<file path="config.mk">
export PLATFORM = sky130hd
export DESIGN_NAME = freq_cmd_parser
export DESIGN_NICKNAME = d
export VERILOG_FILES = /design/src/rtl/freq_cmd_pkg.sv /design/src/rtl/freq_cmd_rx.sv /design/src/rtl/freq_cmd_tx.sv /design/src/rtl/freq_cmd_parser.sv
export SDC_FILE = /design/constraint.sdc
export NUM_CORES = 1
export LEC_CHECK = 0
export ABC_CLOCK_PERIOD_IN_PS = 2700
export BUFFER_PORTS_ARGS = -buffer_cell sky130_fd_sc_hd__buf_4
export CORE_MARGIN = 2
export CORE_UTILIZATION = 53
export DETAILED_ROUTE_END_ITERATION = 12
export HOLD_SLACK_MARGIN = 0.1
export PLACE_DENSITY_LB_ADDON = 0.1
export SETUP_SLACK_MARGIN = 0.5
export SLEW_MARGIN = 20
export SYNTH_ARGS = -nofsm -noshare
export SYNTH_HDL_FRONTEND = slang
export SYNTH_SLANG_ARGS = --single-unit
</file>
<file path="constraint.sdc">
create_clock -name clk -period 2.7 [get_ports clk]
set_input_delay 0.54 -clock clk [delete_from_list [all_inputs] [get_ports clk]]
set_output_delay 0.54 -clock clk [all_outputs]
set_load 0.01 [all_outputs]
</file>
<file path="src/rtl/freq_cmd_pkg.sv">
package freq_cmd_pkg;

    localparam logic [7:0] CH_CR  = 8'h0D;
    localparam logic [7:0] CH_LF  = 8'h0A;
    localparam logic [7:0] CH_EQ  = 8'h3D;
    localparam logic [7:0] CH_R   = 8'h52;
    localparam logic [7:0] CH_F_U = 8'h46;
    localparam logic [7:0] CH_F_L = 8'h66;
    localparam logic [7:0] CH_S_U = 8'h53;
    localparam logic [7:0] CH_S_L = 8'h73;

    typedef enum logic [1:0] {
        PS_LINE_START,
        PS_WANT_EQ,
        PS_DIGITS,
        PS_SKIP_LINE
    } parse_state_t;

    typedef struct packed {
        logic       valid;
        logic [7:0] data;
    } byte_beat_t;

    function automatic logic is_term(input logic [7:0] c);
        return (c == CH_CR) || (c == CH_LF);
    endfunction

    function automatic logic is_hex(input logic [7:0] c);
        return (c >= 8'h30 && c <= 8'h39) ||
               (c >= 8'h41 && c <= 8'h46) ||
               (c >= 8'h61 && c <= 8'h66);
    endfunction

    function automatic logic [3:0] hex_value(input logic [7:0] c);
        logic [7:0] t;
        if (c <= 8'h39)      t = c - 8'h30;
        else if (c <= 8'h46) t = c - 8'h37;
        else                 t = c - 8'h57;
        return t[3:0];
    endfunction

    function automatic logic [7:0] nibble_char(input logic [3:0] n);
        return (n < 4'd10) ? (8'h30 + {4'h0, n}) : (8'h37 + {4'h0, n});
    endfunction

endpackage

</file>
<file path="src/rtl/freq_cmd_rx.sv">
module freq_cmd_rx
    import freq_cmd_pkg::*;
#(
    parameter int DIGITS = 16,
    parameter int ACT_W  = 32,
    parameter logic [4*DIGITS-1:0] RESET_WORD = '0
) (
    input  logic                  clk,
    input  logic                  rst,
    input  byte_beat_t            beat,
    input  logic                  reply_busy,
    output logic                  status_req,
    output logic [4*DIGITS-1:0]   word,
    output logic                  word_update
);
    localparam int W  = 4 * DIGITS;
    localparam int CW = $clog2(DIGITS + 1);

    parse_state_t    state, state_n;
    logic [CW-1:0]   cnt, cnt_n;
    logic [W-1:0]    stage, stage_n;
    logic            take, commit;

    assign take = beat.valid && !reply_busy;

    always_comb begin
        state_n    = state;
        cnt_n      = cnt;
        stage_n    = stage;
        commit     = 1'b0;
        status_req = 1'b0;
        if (take) begin
            unique case (state)
                PS_LINE_START: begin
                    if (beat.data == CH_S_U || beat.data == CH_S_L)
                        status_req = 1'b1;
                    else if (beat.data == CH_F_U || beat.data == CH_F_L)
                        state_n = PS_WANT_EQ;
                    else if (!is_term(beat.data))
                        state_n = PS_SKIP_LINE;
                end
                PS_WANT_EQ: begin
                    if (beat.data == CH_EQ) begin
                        state_n = PS_DIGITS;
                        cnt_n   = '0;
                        stage_n = word;
                    end else if (is_term(beat.data)) begin
                        state_n = PS_LINE_START;
                    end else begin
                        state_n = PS_SKIP_LINE;
                    end
                end
                PS_DIGITS: begin
                    if (is_term(beat.data)) begin
                        commit  = 1'b1;
                        state_n = PS_LINE_START;
                    end else if (is_hex(beat.data) && cnt < CW'(DIGITS)) begin
                        for (int k = 0; k < DIGITS; k++) begin
                            if (cnt == CW'(k))
                                stage_n[(DIGITS-1-k)*4 +: 4] = hex_value(beat.data);
                        end
                        cnt_n = cnt + CW'(1);
                    end else begin
                        state_n = PS_SKIP_LINE;
                    end
                end
                PS_SKIP_LINE: begin
                    if (is_term(beat.data))
                        state_n = PS_LINE_START;
                end
                default: state_n = PS_LINE_START;
            endcase
        end
    end

    always_ff @(posedge clk) begin
        if (rst) begin
            state       <= PS_LINE_START;
            cnt         <= '0;
            stage       <= '0;
            word        <= RESET_WORD;
            word_update <= 1'b0;
        end else begin
            state       <= state_n;
            cnt         <= cnt_n;
            stage       <= stage_n;
            word_update <= commit && (stage[W-1 -: ACT_W] != word[W-1 -: ACT_W]);
            if (commit)
                word <= stage;
        end
    end

endmodule

</file>
<file path="src/rtl/freq_cmd_tx.sv">
module freq_cmd_tx
    import freq_cmd_pkg::*;
#(
    parameter int DIGITS  = 16,
    parameter int REF_LEN = 16
) (
    input  logic                  clk,
    input  logic                  rst,
    input  logic                  start,
    input  logic [4*DIGITS-1:0]   word,
    input  logic [8*REF_LEN-1:0]  ref_text,
    output logic                  busy,
    output logic                  tx_valid,
    output logic [7:0]            tx_data,
    input  logic                  tx_ready
);
    localparam int W        = 4 * DIGITS;
    localparam int RSP_LEN  = REF_LEN + DIGITS + 8;
    localparam int IW       = $clog2(RSP_LEN);
    localparam int REF_BASE = 2;
    localparam int SEP_BASE = REF_BASE + REF_LEN;
    localparam int DIG_BASE = SEP_BASE + 4;

    logic          active;
    logic [IW-1:0] idx;
    logic [W-1:0]  snap;
    logic [7:0]    ch;

    always_comb begin
        ch = 8'h00;
        if (idx == IW'(0)) ch = CH_R;
        if (idx == IW'(1)) ch = CH_EQ;
        for (int k = 0; k < REF_LEN; k++) begin
            if (idx == IW'(REF_BASE + k))
                ch = ref_text[(REF_LEN-1-k)*8 +: 8];
        end
        if (idx == IW'(SEP_BASE))     ch = CH_CR;
        if (idx == IW'(SEP_BASE + 1)) ch = CH_LF;
        if (idx == IW'(SEP_BASE + 2)) ch = CH_F_U;
        if (idx == IW'(SEP_BASE + 3)) ch = CH_EQ;
        for (int k = 0; k < DIGITS; k++) begin
            if (idx == IW'(DIG_BASE + k))
                ch = nibble_char(snap[(DIGITS-1-k)*4 +: 4]);
        end
        if (idx == IW'(RSP_LEN - 2)) ch = CH_CR;
        if (idx == IW'(RSP_LEN - 1)) ch = CH_LF;
    end

    always_ff @(posedge clk) begin
        if (rst) begin
            active <= 1'b0;
            idx    <= '0;
            snap   <= '0;
        end else if (!active) begin
            if (start) begin
                active <= 1'b1;
                idx    <= '0;
                snap   <= word;
            end
        end else if (tx_ready) begin
            if (idx == IW'(RSP_LEN - 1)) begin
                active <= 1'b0;
                idx    <= '0;
            end else begin
                idx <= idx + IW'(1);
            end
        end
    end

    assign busy     = active;
    assign tx_valid = active;
    assign tx_data  = ch;

endmodule

</file>
<file path="src/rtl/freq_cmd_parser.sv">
module freq_cmd_parser
    import freq_cmd_pkg::*;
#(
    parameter int DIGITS  = 16,
    parameter int ACT_W   = 32,
    parameter int REF_LEN = 16,
    parameter logic [4*DIGITS-1:0] RESET_WORD = 64'h1999_9999_9999_9900
) (
    input  logic                  clk,
    input  logic                  rst,
    input  logic                  rx_valid,
    input  logic [7:0]            rx_data,
    input  logic [8*REF_LEN-1:0]  ref_text,
    output logic                  tx_valid,
    output logic [7:0]            tx_data,
    input  logic                  tx_ready,
    output logic [ACT_W-1:0]      tuning_word,
    output logic                  tuning_update
);
    localparam int W = 4 * DIGITS;

    byte_beat_t   rx_beat;
    logic         busy;
    logic         status_req;
    logic [W-1:0] word;

    assign rx_beat = '{valid: rx_valid, data: rx_data};

    freq_cmd_rx #(
        .DIGITS     (DIGITS),
        .ACT_W      (ACT_W),
        .RESET_WORD (RESET_WORD)
    ) u_rx (
        .clk         (clk),
        .rst         (rst),
        .beat        (rx_beat),
        .reply_busy  (busy),
        .status_req  (status_req),
        .word        (word),
        .word_update (tuning_update)
    );

    freq_cmd_tx #(
        .DIGITS  (DIGITS),
        .REF_LEN (REF_LEN)
    ) u_tx (
        .clk      (clk),
        .rst      (rst),
        .start    (status_req),
        .word     (word),
        .ref_text (ref_text),
        .busy     (busy),
        .tx_valid (tx_valid),
        .tx_data  (tx_data),
        .tx_ready (tx_ready)
    );

    assign tuning_word = word[W-1 -: ACT_W];

endmodule

</file>
# == Word-level counts from Yosys, hierarchy flattened ==
# Cells that the tools add are included.
# word_totals
ff_bits,207
out_inout_bits,42
# classes
n_addsub,37
order_cmp,23
eq_ne,89
mux,105
bitwise_logic,1
reduce_logical,37
# op_table
cell,n
two-way mux 8 bit,54
"adder 6 x 4 -> 7 bit, first input constant",32
two-way mux 64 bit,3
one-hot mux 64 bit (2 select lines),1
"equality test 6 x 5 -> 1 bit, second input constant",16
AND reduction 6 bit,16
two-way mux 4 bit,18
"less-than comparator 4 bit, second input constant",16
"equality test 6 x 4 -> 1 bit, second input constant",8
"equality test 6 bit, second input constant",8
"equality test 5 x 4 -> 1 bit, second input constant",8
"!= test 2 x 1 -> 1 bit, second input constant",19
"equality test 8 x 7 -> 1 bit, second input constant",4
!= test 32 bit,1
"equality test 6 x 3 -> 1 bit, second input constant",4
two-way mux 6 bit,4
"equality test 5 x 3 -> 1 bit, second input constant",4
"equality test 8 x 4 -> 1 bit, second input constant",2
"greater-or-equal comparator 8 x 7 -> 1 bit, second input constant",2
"less-or-equal comparator 8 x 7 -> 1 bit, second input constant",2
two-way mux 2 bit,8
two-way mux 5 bit,3
two-way mux 7 bit,2
"equality test 6 x 2 -> 1 bit, second input constant",2
28 further kinds,55

# == Depth between registers and ports, before layout ==
# logic_depth
word_depth,41
depth_mapped,12

# == By module ==
# A second synthesis with hierarchy kept.
# unflattened
hier_cells,1771
hier_area_um2,13452.9
# by_module_without_submodules
mod,instances,cells_each,area_per_inst_um2,seq_area_each_um2
freq_cmd_tx,1,1042,6939.2,1421.4
freq_cmd_rx,1,729,6513.7,2722.6

# == Least setup slack after synthesis ==
# No wires, ideal clock.
# synth_timing
path_kind,register to output
from,register u_tx.idx[0]
to,output tx_data[7]
t_arrival_ps,2440
t_required_ps,2160
slack_ps,-280
path_stages_with_launch,10
n_path_buf,2
cell_sequence,dfxtp_1 -> inv_1 -> ha_1 -> clkbuf_1 -> clkbuf_1 -> nor2_1 -> o21ai_0 -> nand2_1 -> nand4_1 -> a2111oi_0
# synth_via
elab_chain_len,39
# synth_rtl
item,line_no,text
"start, declared",freq_cmd_tx.sv:25,logic [IW-1:0] idx;
"start signal, assigned",freq_cmd_tx.sv:65,idx <= idx + IW'(1);
equality test 6 x 2 -> 1 bit,freq_cmd_tx.sv:34,if (idx == IW'(REF_BASE + k))
two-way mux 8 bit (16 in a row),freq_cmd_tx.sv:34,
two-way mux 8 bit,freq_cmd_tx.sv:37,if (idx == IW'(SEP_BASE)) ch = CH_CR;
two-way mux 8 bit,freq_cmd_tx.sv:38,if (idx == IW'(SEP_BASE + 1)) ch = CH_LF;
two-way mux 8 bit,freq_cmd_tx.sv:39,if (idx == IW'(SEP_BASE + 2)) ch = CH_F_U;
two-way mux 8 bit,freq_cmd_tx.sv:40,if (idx == IW'(SEP_BASE + 3)) ch = CH_EQ;
two-way mux 8 bit (16 in a row),freq_cmd_tx.sv:42,if (idx == IW'(DIG_BASE + k))
two-way mux 8 bit,freq_cmd_tx.sv:45,if (idx == IW'(RSP_LEN - 2)) ch = CH_CR;
two-way mux 8 bit (*),freq_cmd_tx.sv:46,if (idx == IW'(RSP_LEN - 1)) ch = CH_LF;
"end, declared",freq_cmd_parser.sv:15,"output logic [7:0] tx_data,"
# Mark *: on every way between the ends. The rest lies on a longest branch, timed or not.

# == Worst setup path after layout ==
# layout_timing
from,register u_tx.idx[5]
to,output tx_data[5]
# layout_via
elab_chain_len,40
# layout_rtl
item,line_no,text
equality test 6 x 1 -> 1 bit,freq_cmd_tx.sv:32,if (idx == IW'(1)) ch = CH_EQ;
two-way mux 7 bit,freq_cmd_tx.sv:32,
two-way mux 8 bit (16 in a row),freq_cmd_tx.sv:34,
two-way mux 8 bit,freq_cmd_tx.sv:37,
two-way mux 8 bit,freq_cmd_tx.sv:38,
two-way mux 8 bit,freq_cmd_tx.sv:39,
two-way mux 8 bit,freq_cmd_tx.sv:40,
two-way mux 8 bit (16 in a row),freq_cmd_tx.sv:42,
two-way mux 8 bit,freq_cmd_tx.sv:45,
two-way mux 8 bit (*),freq_cmd_tx.sv:46,
# Marks and branches as above.

==> impl_results.md <==
* Core box area at 24,320 um^2
* DP Cell Count at 2,383
* Sw power at 1.959 mW
* TritonCTS Sinks at 207
* DP HPWL at 36,270 um
* CP endpoint kind: output port
* Part of the power in registers at 0.446
* Outcome: finished, violations left
* RSZ-0062 raised after global routing: true
* Routed len/inst at 20.66 um
* Initial Util at 0.5396
* Number of vias in the routed layout at 15,410
* Root buf cell: clkbuf_16
* Post-route DRC at 0
* Reg2reg start: u_rx.state[1]$_SDFFE_PP0P_
* Power share of the clock group at 0.400
* Worst-path clk slew at 0.06 ns
* Critical path arrival at 2.86 ns
* Sw Share at 0.2675
* Top FF cell, synth: dfxtp_1
* Netlist cell types at 82
* Fmax at 0.2942 GHz
* Synth Register Bits at 207
* Die Height at 161.4 um
* Num CTS Buffers at 22
* Nets at 2,303
* Synth-to-Final Area Change at 36.96%
* Placement Setup Slack at -0.3292 ns
* H-tree depth at 1
* Clock skew at 0.02654 ns
* Worst-skew pair later-pin latency at 0.52 ns
* Iter 0 DRT Violations at 1,562
* Fin crit period at 3.400 ns
* Total global-route track usage at 0.3690
* Final Setup Violations at 8
* Logic pwr share at 0.155
* Hold path start: rst
* LEAKAGE at 6.763 nW
* Hold Path Class: primary input to flip-flop
* Overall power at 7.321 mW
* Via-to-Cell Ratio at 6.245
* Mapped cell area at 13,120 um^2
* Top Ports at 182
* Post-synth EDFFs at 0
* IO Port Bufs at 181
* Final period utilization at 1.259
* GPL Wtd Cong at 1.055
* Synth Warn # at 0
* Pin count of the biggest net entering global routing at 78
* Avg Cell Area, Syn at 7.140 um^2
* ANT cells at 0
* CTS tree: yes
* Setup WS post-layout at -0.6995 ns
* Power Density at 407.3 nW/um^2
* Beginning of the critical path: u_tx.idx[5]$_SDFFE_PP0P_
* # Max-Cap Violations at 0
* Antenna-violating nets left at 0
* CP Max Fanout at 8
* Max transition margin at 0.4556
* Die W at 161.4 um
* Vias in the first global route at 14,550
* Antenna violations before repair at 0
* 1st-pass router iterations at 7
* Site row count at 57
* Final Hold Vio Count at 0
* Total global routing overflow at 0
* Violated checks: setup timing
* Critical path class: flip-flop to output port
* Synthesized Nets at 2,012
* VDD IR max at 556.2 uV
* Longest Clk Path Bufs at 3
* FFs w/ async S/R, synth at 0
* Syn Inst Count at 1,838
* Die area at 26,040 um^2
* Post-layout util at 0.7391
* Non-filler cells, final at 2,468
* WP data required at 2.16 ns
* Max Transition Viols Final at 0
* Startpoint types: flip-flop
* First-pass GRT wire length at 77,850 um
* Cell internal pwr at 5.362 mW
* Slew @ Worst Pin at 0.8166 ns
* Total Wirelength at 50,990 um
* Share of layout cells above drive strength 1 at 0.2887
* Post-synthesis sequential area ratio at 0.3158
==> state kept, by name, summed over array words and instances, names as in the netlist <==
name	count
u_rx.stage	64
u_rx.word	64
u_tx.snap	64
u_tx.idx	6
u_rx.cnt	5
u_rx.state	2
u_rx.word_update	1
u_tx.busy	1
==> placed cells by master, fill, tap and decap left out, types with 6 or more instances in the layout <==
master	synthesis	layout
buf_12	0	24
ha_1	34	26
or3_1	7	6
o21ai_1	4	12
a22oi_1	7	6
a21oi_1	321	306
a211oi_1	45	37
nand4_1	19	19
nand3_1	53	51
buf_4	40	370
ha_4	0	7
o21ai_0	69	56
inv_1	62	54
o211ai_1	13	13
a31oi_1	11	10
clkbuf_16	0	25
xnor2_1	52	52
buf_6	1	31
nand2b_1	10	8
o21a_1	8	8
a21oi_4	0	12
dfxtp_1	207	200
a21oi_2	12	15
nor2_1	56	49
a221o_1	7	7
nor2b_1	17	12
nor3_1	26	21
nand2_1	422	417
clkinv_2	0	7
o22ai_1	31	27
a311oi_1	34	31
a211oi_2	0	8
==> per-stage QoR <==
| step | area [um^2] | hold slack, ns | TNS (ns) |
|---|---|---|---|
| after floorplan | 13590 | 0.4316 | 0 |
| after global placement | 16160 | 0.4334 | -1.738 |
| after detailed placement | 16160 | 0.4475 | -2.108 |
| after CTS | 17400 | 0.3650 | -4.826 |
| after global routing | 17970 | 0.3663 | -5.472 |
| final | 17970 | 0.3642 | -5.023 |
==> cell usage after synthesis, drive strengths merged, types with 4 or more instances <==
cell / number / area share
a211o: 5 / 0.0033
a211oi: 45 / 0.026
a21oi: 333 / 0.13
a221o: 7 / 0.0053
a221oi: 5 / 0.0033
a22o: 4 / 0.0027
a22oi: 7 / 0.0040
a311oi: 34 / 0.023
a31oi: 11 / 0.0052
a32oi: 5 / 0.0033
and2: 6 / 0.0029
and3: 6 / 0.0029
and4b: 4 / 0.0031
buf: 73 / 0.035
clkbuf: 90 / 0.026
dfxtp: 207 / 0.32
ha: 34 / 0.032
inv: 63 / 0.018
mux2i: 4 / 0.0031
nand2: 422 / 0.12
nand2b: 10 / 0.0048
nand3: 53 / 0.020
nand4: 19 / 0.0091
nor2: 57 / 0.016
nor2b: 17 / 0.0081
nor3: 26 / 0.0099
nor3b: 7 / 0.0044
nor4: 4 / 0.0019
nor4b: 9 / 0.0086
o2111ai: 4 / 0.0027
o211ai: 13 / 0.0074
o21a: 8 / 0.0046
o21ai: 74 / 0.029
o21bai: 5 / 0.0029
o221ai: 7 / 0.0047
o22ai: 31 / 0.015
o2bb2ai: 4 / 0.0027
o311ai: 5 / 0.0033
o31ai: 4 / 0.0023
o32ai: 8 / 0.0053
or2: 5 / 0.0024
or3: 7 / 0.0033
xnor2: 52 / 0.035
==> power by group through the flow <==
stage / Combinational (mW) / Sequential [mW] / Clock, mW
CTS: 1.02 / 3.26 / 2.94
global placement: 0.963 / 3.32 / 0
global route: 1.21 / 3.27 / 3.07
floorplan: 0.595 / 3.30 / 0
detailed placement: 0.980 / 3.32 / 0
finish: 1.13 / 3.26 / 2.93
==> logic make-up (layout without fill, tap and decap cells) <==
logic type / count (synthesis) / after routing / synth area share
multiplexers: 7 / 7 / 0.005625
buffers and inverters: 226 / 532 / 0.07837
AO/OA/AOI/OAI: 642 / 642 / 0.3018
AND/OR/NAND/NOR: 668 / 668 / 0.2300
adder cells (fa/ha/maj): 34 / 34 / 0.03242
flip-flops: 207 / 207 / 0.3158
XOR/XNOR: 54 / 54 / 0.03604
==> final cells by class <==
class                           count  area (um^2)
Multi-Input combinational cell   1405         8728
Fill cell                        1964         6345
Sequential cell                   207         4165
Timing Repair Buffer              430         3715
Clock buffer                       29        606.8
Tap cell                          324        405.4
Inverter                           63        265.3
Clock inverter                     10        88.84
==> repair_timing <==
| action | 4_1_cts | 5_1_grt |
|---|---|---|
| pin swaps | 28 | 54 |
| gates resized for setup | 90 | 65 |
| cloned | 1 | 5 |
| endpoints found under the hold margin | 0 | 0 |
| buffers inserted | 23 | 17 |
| hold buffers | 0 | 0 |
| endpoints found under the setup margin | 25 | 66 |
==> worst max-delay path, stage by stage, from the launching register on <==
cell and delay (ns):
dfxtp_4 0.36, or4_1 0.53, buf_6 0.17, o32ai_2 0.26, nand2_1 0.19, a32oi_2 0.25, o21ai_2 0.09, a211oi_2 0.33
buf_4 0.18
==> worst paths after layout <==
kind,endpoint,slack (ns),cells after the start
setup / recovery,tx_data[5],-0.70,8
hold / removal,u_rx.state[1]$_SDFFE_PP0P_,0.36,3
setup reg to reg,u_rx.stage[29]$_SDFFE_PP0P_,0.53,11
hold reg to reg,u_rx.word[17]$_SDFFE_PP0P_,0.45,2
==> routing by layer <==
metal	wire length [um]	GRT usage	vias to the layer above
li1	-	-	7153
met1	20490	0.4691	7240
met2	23390	0.6047	824
met3	4104	0.05752	195
met4	3007	0.1956	0
met5	0	0	-
Power figures use the tool's default switching activity.
